`src/rtl/wgate_regbank.sv`:
```
module wgate_regbank #(
  parameter int DW   = 8,
  parameter int AW   = 3,
  parameter int NREG = 6,
  parameter int LW   = 2
) (
  input  logic          clk,
  input  logic          rst,
  input  logic [AW-1:0] addr,
  input  logic          wr_en,
  input  logic [DW-1:0] wr_data,
  input  logic          rd_en,
  output logic [DW-1:0] rd_data,
  input  logic          ext_wr_ok,
  input  logic          ext_wr_ok_n
);

  localparam logic [LW-1:0] LOCK_INIT = LW'(1);

  logic [LW-1:0]          lock_q;
  logic [NREG:1][DW-1:0]  data_q;
  logic [NREG:1]          allow;
  logic [DW-1:0]          rd_mux;

  assign allow[1] = ext_wr_ok;
  assign allow[2] = ~ext_wr_ok_n;
  assign allow[3] = lock_q[0];
  assign allow[4] = ~lock_q[1];
  assign allow[5] = lock_q[0];
  assign allow[6] = lock_q[1];

  always_ff @(posedge clk) begin
    if (rst)
      lock_q <= LOCK_INIT;
    else if (wr_en && addr == '0)
      lock_q <= wr_data[LW-1:0];
  end

  for (genvar i = 1; i <= NREG; i++) begin : g_reg
    always_ff @(posedge clk) begin
      if (rst)
        data_q[i] <= DW'(i * 17);
      else if (wr_en && addr == AW'(i) && allow[i])
        data_q[i] <= wr_data;
    end
  end

  always_comb begin
    rd_mux = '0;
    if (addr == '0) rd_mux = DW'(lock_q);
    for (int i = 1; i <= NREG; i++)
      if (addr == AW'(i)) rd_mux = data_q[i];
  end

  always_ff @(posedge clk) begin
    if (rst)
      rd_data <= '0;
    else if (rd_en)
      rd_data <= rd_mux;
  end


  r1_block_chk: assert property (@(posedge clk) disable iff (rst)
    (wr_en && addr == AW'(1) && !ext_wr_ok) |=> $stable(data_q[1]));

  r2_block_chk: assert property (@(posedge clk) disable iff (rst)
    (wr_en && addr == AW'(2) && ext_wr_ok_n) |=> $stable(data_q[2]));

  r3_block_chk: assert property (@(posedge clk) disable iff (rst)
    (wr_en && addr == AW'(3) && !lock_q[0]) |=> $stable(data_q[3]));

  r5_block_chk: assert property (@(posedge clk) disable iff (rst)
    (wr_en && addr == AW'(5) && !lock_q[0]) |=> $stable(data_q[5]));

  r4_block_chk: assert property (@(posedge clk) disable iff (rst)
    (wr_en && addr == AW'(4) && lock_q[1]) |=> $stable(data_q[4]));

  r6_block_chk: assert property (@(posedge clk) disable iff (rst)
    (wr_en && addr == AW'(6) && !lock_q[1]) |=> $stable(data_q[6]));

  unmapped_read_chk: assert property (@(posedge clk) disable iff (rst)
    (rd_en && addr == AW'(7)) |=> (rd_data == '0));

  read_hold_chk: assert property (@(posedge clk) disable iff (rst)
    !rd_en |=> $stable(rd_data));

endmodule

```
`config.mk`:
```
export PLATFORM = sky130hd
export DESIGN_NAME = wgate_regbank
export DESIGN_NICKNAME = d
export VERILOG_FILES = /design/src/rtl/wgate_regbank.sv
export SDC_FILE = /design/constraint.sdc
export NUM_CORES = 1
export LEC_CHECK = 0
export ABC_AREA = 1
export CAP_MARGIN = 10
export CORE_UTILIZATION = 40
export CTS_CLUSTER_SIZE = 40
export DETAILED_ROUTE_END_ITERATION = 16
export SKIP_LAST_GASP = 1
export SYNTH_ARGS = -nofsm -noshare
export SYNTH_HDL_FRONTEND = slang
export SYNTH_SLANG_ARGS = --single-unit
export TNS_END_PERCENT = 50
```
`constraint.sdc`:
```
create_clock -name clk -period 1.85 [get_ports clk]
set_input_delay 0.555 -clock clk [delete_from_list [all_inputs] [get_ports clk]]
set_output_delay 0.555 -clock clk [all_outputs]
set_load 0.01 [all_outputs]
```
[Yosys cells after proc, flatten, opt, wreduce, memory -nomap -nowiden]
Index checks and enable logic that the tools add are counted.
Word-level totals
  memory bits (writable): 0
  bits in latches: 0
  output and inout bits: 8
  flip-flop bits (word level): 58
  ROM bits: 0
  input bits: 17
  memories: 0
  word-level logic and storage cells: 37
Cells by class
  equal/unequal tests: 6
  $add $sub $neg: 0
  muxes and demuxes: 7
  div/mod/pow operators: 0
  reductions and logical operators: 14
  bitwise operators: 2
  shift operators: 0
  multipliers: 0
  magnitude comparators: 0
Operators with widths (count)
  two-way mux 8 bit: 6
  logical AND 1 bit: 13
  == test 3 bit (second input constant): 3
  == test 3 x 2 -> 1 bit (second input constant): 2
  == test 3 x 1 -> 1 bit (second input constant): 1
  logical NOT 3 bit: 1
  two-way mux 2 bit: 1
  inverter 1 bit: 2

[Depth between registers and ports, before layout]
Gate-level depths: netlist of run 1.
  depth after elaboration: 8
  mapped depth: 9

[Worst setup path before layout of run 1]
OpenSTA, ideal clock, no wires.
  kind: input -> register
  start point: in addr[1]
  end point: reg data_q[35] (netlist bit)
  cell stages on the path: 7
  arrival: 1.520 ns
  setup time: 0.119 ns
  slack: 0.211 ns
  cell sequence: buf_2 inv_1 nand3_2 nor2_2 inv_2 o21ai_0 a21oi_1
On the way
  cells in the longest elaborated chain, start to end: 3
RTL lines
  start, declared: line 9  | input logic [AW-1:0] addr,
  == test 3 bit: line 43  | else if (wr_en && addr == AW'(i) && allow[i])
  logical AND 1 bit (2 in a row): line 43
  end signal, assigned by index: line 42  | data_q[i] <= DW'(i * 17);
  end signal, assigned by index: line 44  | data_q[i] <= wr_data;
  end, declared: line 21  | logic [NREG:1][DW-1:0] data_q;
No other way between the ends.
A chain may end at the register's enable or synchronous reset.

[Worst setup path in the final report of run 1]
  start point: reg rd_data[0]
  end point: out rd_data[0]
RTL lines
  start, declared: line 13  | output logic [DW-1:0] rd_data,
  start signal, assigned: line 59  | rd_data <= rd_mux;
No word-level cell between the ends.

==> results.sh, run 1 <==
export IMPL_run_status="finished clean"
export IMPL_stdcell_area_sq_um=3260
export IMPL_power_density_nw_per_um2=907
export IMPL_cts_root_buf="clkbuf_8"
export IMPL_fin_crit_sh_pct=97.0
export IMPL_intPower_w=0.00226
export IMPL_max_freq_mhz=557
export IMPL_swShare_pct=23.6
export IMPL_worst_hold_path_type="register to register"
export IMPL_fin_skew_ns=0.00597
export IMPL_antenna_left=0
export IMPL_final_cells=484
export IMPL_synth_area_leaders="dfxtp_1, o21ai_0, nand2_1"
export IMPL_via_per_inst=4.93
export IMPL_holdWs_ns=0.453
export IMPL_critPathMaxFanout=2
export IMPL_synth_top_family_by_area="simple AND/OR/NAND/NOR gates"
export IMPL_crit_path_start_kind="register"
export IMPL_slew_headroom_pct=75.2
export IMPL_place_inst=468
export IMPL_die_h_microns=81.5
export IMPL_dieArea_sq_um=6640
export IMPL_gp_congestion=0.803
export IMPL_drc=0
export IMPL_synthXorXnorAreaFrac_pct=0
export IMPL_groute_usage_overall_pct=22.0
export IMPL_ys_types=17
export IMPL_critPathTopFamily="buffers and inverters"
export IMPL_cts_tree="done"
export IMPL_power_net_switching_w=0.000697
export IMPL_grt_pass1_vias=2237
export IMPL_p_leak_nw=1.44
export IMPL_setup_worst_path_end_class="output port"
export IMPL_initial_core_util_pct=42.2
export IMPL_ys_seq_area_share_pct=46.0
export IMPL_max_stage_delay_ns=0.55
export IMPL_crit_buf_inv=1
export IMPL_wl_per_cell_microns=13.0
export IMPL_syn_num_nets=376
export IMPL_synth_top_cell_area_share_pct=46.0
export IMPL_synth_compound_area_share_pct=17.6
export IMPL_regArea_sq_um=1160
export IMPL_path_class="register to output port"
export IMPL_tightest_slew_ns=0.371
export IMPL_antenna_found_initial=0
export IMPL_rsz0062_at_grt="yes"
export IMPL_overflow=0
export IMPL_combPwrFrac_pct=10.6
export IMPL_yosys_warnings=0
export IMPL_multiInputGateArea_sq_um=1150
export IMPL_crit_required_ns=1.29
export IMPL_synthSimpleGateAreaFrac_pct=27.5
export IMPL_synthAdderAreaFrac_pct=0
export IMPL_post_cts_buffers=0
export IMPL_synth_top_cell_by_area="dfxtp_1"
export IMPL_crit_arrival_ns=1.24
export IMPL_finalSetupViolCount=0
export IMPL_clk_transition_reported_paths_ns=0.07
export IMPL_syn_area_per_cell_sq_um=7.04
export IMPL_n_fill_cell=570
export IMPL_critPathSlowestCell="clkdlybuf4s50_1"
export IMPL_die_width_microns=81.5
export IMPL_fp_row_count=28
export IMPL_final_max_slew_viol_count=0
export IMPL_totalWireLength_microns=6270
export IMPL_utilization_pct=54.3
export IMPL_diodes=0
export IMPL_firstDrtPassIters=4
export IMPL_clockBufferDepth=2
export IMPL_synth_mux_area_share_pct=0
export IMPL_drv_cap=0
export IMPL_vias=2388
export IMPL_drive_above_1_share_pct=12.2
export IMPL_report_final_hold_viol_count=0
export IMPL_numCtsBuffers=9
export IMPL_synth_seq_cells=58
export IMPL_fin_crit_ns=1.79
export IMPL_dp_hpwl_microns=4550
export IMPL_fin_nets=421
export IMPL_h_tree_depth=3
export IMPL_detailed_place_area_sq_um=3010
export IMPL_seqPwrFrac_pct=44.2
export IMPL_syn_cell_area_sq_um=2530
export IMPL_grt_pass1_wl_microns=10700
export IMPL_initialDrtViolationCount=185
export IMPL_cts_sinks=58
export IMPL_peakVddDrop_v=0.000464
export IMPL_io_pins=25
export IMPL_grt_max_degree=44
export IMPL_areaGrowthSynthToFinish_pct=28.9
export IMPL_core_sq_um=5990
export IMPL_syn_inst=359
export IMPL_port_buffers=24
export IMPL_clockPowerShare_pct=45.3
export IMPL_path_cells="clkdlybuf4s50_1"
export IMPL_insertion_delay_ns=0.34
[power by group through the flow]
stage | combinational [W] | clock [W] | sequential (W)
3_5_place_dp | 0.000309 | 0 | 0.00133
4_1_cts | 0.000310 | 0.00135 | 0.00130
2_1_floorplan | 0.000154 | 0 | 0.00133
6_report | 0.000312 | 0.00134 | 0.00130
3_3_place_gp | 0.000307 | 0 | 0.00133
5_1_grt | 0.000353 | 0.00139 | 0.00131
[registers in the layout, summed over array words and instances, names as in the netlist]
name	cells
data_q	48
lock_q	2
rd_data	8
[path summary, 6_finish.rpt]
| kind | depth (start not counted) | start | slack, ns | end |
|---|---|---|---|---|
| max | 1 | rd_data[0] | 0.06 | rd_data[0] |
| min | 2 | data_q[44] | 0.45 | data_q[44] |
| max reg2reg | 5 | lock_q[1] | 0.72 | data_q[40] |
| min reg2reg | 2 | data_q[44] | 0.45 | data_q[44] |
[tightest hold or removal path, cell delays in order (launching register included)]
cell	delay (ns)
dfxtp_1	0.30
inv_1	0.06
a21oi_1	0.05
[logic make-up (layout without fill, tap and decap cells)]
group / count (synthesis) / count (layout)
AOI/OAI and AO/OA: 87 / 87
buffers and inverters: 59 / 109
DFF: 58 / 58
and+or+nand+nor: 155 / 155
[layout make-up]
| cell class | count | share of cell area [%] |
|---|---|---|
| tap | 75 | 2.88 |
| multi-input combinational | 242 | 35.4 |
| inverter | 48 | 5.53 |
| clock inverter | 4 | 2.27 |
| sequential | 58 | 35.7 |
| clock buffer | 12 | 4.77 |
| timing repair buffer | 45 | 13.5 |
[layer usage]
| layer | vias up | wire, microns | track usage, % |
|---|---|---|---|
| met5 | - | 0 | 0 |
| met4 | 0 | 49 | 10.2 |
| met3 | 4 | 318 | 4.33 |
| met2 | 50 | 2920 | 35.6 |
| met1 | 1072 | 2980 | 28.2 |
| li1 | 1262 | - | - |
[what timing repair did]
item | in CTS | in global routing
hold buffers | 0 | 0
gates resized for setup | 0 | 3
endpoints found under the setup margin | 0 | 8
[cell usage after synthesis, drive strengths merged]
cell type	instances
dfxtp	58
nand2	63
inv	48
o21ai	52
nand3	26
buf	2
nor2	52
nor3	2
o211ai	4
a21oi	31
clkbuf	9
nand4	12
[metrics by stage]
step / setup TNS, ns / total power [W] / setup WS (ns)
detailed placement: -9.87 / 0.00164 / -0.249
finish: 0 / 0.00295 / 0.0553
global placement: -8.67 / 0.00164 / -0.227
CTS: 0 / 0.00296 / 0.0487
global route: -0.0182 / 0.00305 / -0.0182
floorplan: 0 / 0.00149 / 0.211
[placed cells by master, fill, tap and decap left out, drive strengths merged]
master         count
nand2             63
dfxtp             58
o21ai             52
nor2              52
inv               48
a21oi             31
nand3             26
clkdlybuf4s50     23
buf               21
nand4             12
clkbuf            12
o211ai             4
bufinv             2
nor3               2
clkinv             2
dlymetal6s2s       1
(Power assumes the default switching activity.)
==> run 2: changes to the inputs <==
- ABC_AREA: 1 -> unset
==> results.sh, run 2 <==
export IMPL_initialDrtViolationCount=126
export IMPL_fin_nets=333
export IMPL_min_to="data_q[0]"
export IMPL_run_status="finished clean"
export IMPL_route_met3_wl_microns=230
export IMPL_power_net_switching_w=0.000652
export IMPL_r2r_end="data_q[41]"
export IMPL_syn_cell_area_sq_um=2540
export IMPL_swShare_pct=23.2
export IMPL_crit_arrival_ns=2.03
export IMPL_areaGrowthSynthToFinish_pct=29.2
export IMPL_critPathTopFamily="buffers and inverters"
export IMPL_synth_common_cells="dfxtp_1, nor2_1, mux2i_1"
export IMPL_core_sq_um=6030
export IMPL_fp_row_count=28
export IMPL_wl_met1_microns=3280
export IMPL_ys_seq_area_share_pct=45.6
export IMPL_final_max_slew_viol_count=0
export IMPL_final_common_cell="dfxtp_1"
export IMPL_seqPwrFrac_pct=46.3
export IMPL_drive_above_1_share_pct=18.8
export IMPL_tightest_slew_ns=0.589
export IMPL_wl_met2_microns=2870
export IMPL_p_leak_nw=1.40
export IMPL_syn_inst=267
export IMPL_ff2ff_setup_slack_ns=0.60
export IMPL_crit_buf_inv=2
export IMPL_yosys_warnings=0
export IMPL_antenna_found_initial=0
export IMPL_holdWs_ns=0.463
export IMPL_port_buffers=24
export IMPL_io_pins=25
export IMPL_peakVddDrop_v=0.000638
export IMPL_clockPowerShare_pct=42.9
export IMPL_die_h_microns=81.7
export IMPL_numCtsBuffers=9
export IMPL_critPathMaxFanout=5
export IMPL_largest_reg_flops=48
export IMPL_cts_sinks=58
export IMPL_ys_types=32
export IMPL_insertion_delay_ns=0.33
export IMPL_groute_usage_overall_pct=21.4
export IMPL_r2r_start="lock_q[1]"
export IMPL_max_stage_delay_ns=0.54
export IMPL_reg2reg_depth=5
export IMPL_yosysMostFrequentCell="dfxtp_1"
export IMPL_syn_area_per_cell_sq_um=9.53
export IMPL_critPathSlowestCell="clkdlybuf4s50_1"
export IMPL_grt_pass1_wl_microns=10100
export IMPL_drv_cap=0
export IMPL_synth_top_cell_by_area="dfxtp_1"
export IMPL_hp_start="data_q[0]"
export IMPL_fin_crit_ns=1.80
export IMPL_synth_edff_count=0
export IMPL_synth_async_reset_ratio_pct=0
export IMPL_initial_core_util_pct=42.2
export IMPL_post_cts_buffers=0
export IMPL_overflow=0
export IMPL_gp_congestion=0.764
export IMPL_path_cells="clkdlybuf4s50_1, nand2b_4, nor4b_4, buf_6, nor2b_1, a211o_1"
export IMPL_vias=2043
export IMPL_clockBufferDepth=2
export IMPL_finalSetupViolCount=0
export IMPL_crit_required_ns=2.08
export IMPL_crit_path_start_kind="input pin"
export IMPL_max_freq_mhz=554
export IMPL_report_final_hold_viol_count=0
export IMPL_clk_transition_reported_paths_ns=0.06
export IMPL_holdPathStages=1
export IMPL_cts_tree="done"
export IMPL_rsz0062_at_grt="no"
export IMPL_firstDrtPassIters=4
export IMPL_diodes=0
export IMPL_crit_cells=6
export IMPL_power_density_nw_per_um2=855
export IMPL_die_width_microns=81.7
export IMPL_wl_per_cell_microns=16.3
export IMPL_path_class="input pin to register"
export IMPL_setup_worst_path_end_class="register"
export IMPL_dieArea_sq_um=6680
export IMPL_synth_area_leaders="dfxtp_1, mux2i_1, nor2_1"
export IMPL_fin_setup_tns_ns=0
export IMPL_grt_pass1_vias=1903
export IMPL_antenna_left=0
export IMPL_dp_hpwl_microns=4440
export IMPL_via_per_inst=5.17
export IMPL_combPwrFrac_pct=10.8
export IMPL_syn_num_nets=284
export IMPL_p_total_w=0.00281
export IMPL_fin_skew_ns=0.00403
export IMPL_drc=0
export IMPL_regMostFlops="data_q"
export IMPL_top_layer="met4"
export IMPL_cts_root_buf="clkbuf_8"
export IMPL_slew_headroom_pct=60.6
export IMPL_final_cell_mix="dfxtp_1, nor2_1, mux2i_1, buf_4, clkdlybuf4s50_1"
export IMPL_intPower_w=0.00216
export IMPL_place_ws_ns=-0.397
export IMPL_fin_crit_sh_pct=97.6
export IMPL_totalWireLength_microns=6450
export IMPL_synth_seq_cells=58
export IMPL_h_tree_depth=3
export IMPL_top_regs="data_q x48, rd_data x8, lock_q x2"
export IMPL_worst_hold_path_type="register to register"
export IMPL_setup_ws_ns=0.0452
export IMPL_synth_top_cell_area_share_pct=45.6
export IMPL_grt_max_degree=36
export IMPL_ys_flop_type="dfxtp_1"
## run 2: cell types whose count changed after synthesis, moves of 7 or more
cell / before / now
a211o_1: 0 / 19
a21oi_1: 31 / 9
inv_1: 43 / 6
mux2i_1: 0 / 42
nand2_1: 63 / 8
nand3_1: 22 / 0
nand4_1: 12 / 1
nor2_1: 49 / 56
nor2b_1: 0 / 10
o21ai_0: 52 / 1
## run 2: power by group through the flow
| stage | Clock (W) | Combinational, W | Sequential (W) |
|---|---|---|---|
| 6_report | 0.00120 | 0.000304 | 0.00130 |
| 5_1_grt | 0.00127 | 0.000332 | 0.00130 |
| 4_1_cts | 0.00123 | 0.000297 | 0.00130 |
| 3_5_place_dp | 0 | 0.000295 | 0.00133 |
| 3_3_place_gp | 0 | 0.000294 | 0.00133 |
| 2_1_floorplan | 0 | 0.000146 | 0.00133 |
## run 2: cell type report
type	instances	area, sq um
clock buffers	13	169
clock inverters	2	35.0
fillers	575	2740
inverters	6	22.5
multi-input cells	184	1270
flip-flops and latches	58	1160
well taps	75	93.8
repair buffers	57	532
## run 2: cell families after synthesis
group           Yosys count  synth area share [%]
compound gates           45                  13.7
flops                    58                  45.6
buf+inv                  25                  5.71
simple gates             97                  18.4
mux                      42                  16.5
## run 2: worst max-delay path by stage
stage | start | endpoint | slack [ns]
finish | wr_en | data_q[9] | 0.05
global placement | addr[0] | rd_data[4] | -0.42
detailed placement | addr[0] | rd_data[4] | -0.40
global route | wr_en | data_q[13] | 0.01
CTS | addr[2] | data_q[30] | 0.01
floorplan | addr[0] | data_q[45] | 0.29
## run 2: what timing repair did
action | in CTS | in global routing
gates resized for setup | 3 | 13
hold buffers | 0 | 0
pin swaps | 0 | 1
cloned | 0 | 1
setup endpoints to repair | 7 | 27
## run 2: metrics by stage
step	cell area, sq um	utilization [%]	cells
floorplan	2540	-	267
global placement	3030	50.2	379
detailed placement	3030	50.2	379
CTS	3240	53.8	394
global route	3290	54.5	395
finish	3290	54.5	395
## run 2: routing by layer
metal / up-vias / GRT usage, %
met5: - / 0
met4: 0 / 7.37
met3: 7 / 5.67
met2: 40 / 32.1
met1: 968 / 29.5
li1: 1028 / -
## run 2: worst reg2reg max path: stages, from the launching register on
cell and delay (ns):
dfxtp_1 0.40, nand2_1 0.09, nor2_2 0.21, buf_12 0.16
nor2b_1 0.04, a211o_1 0.25
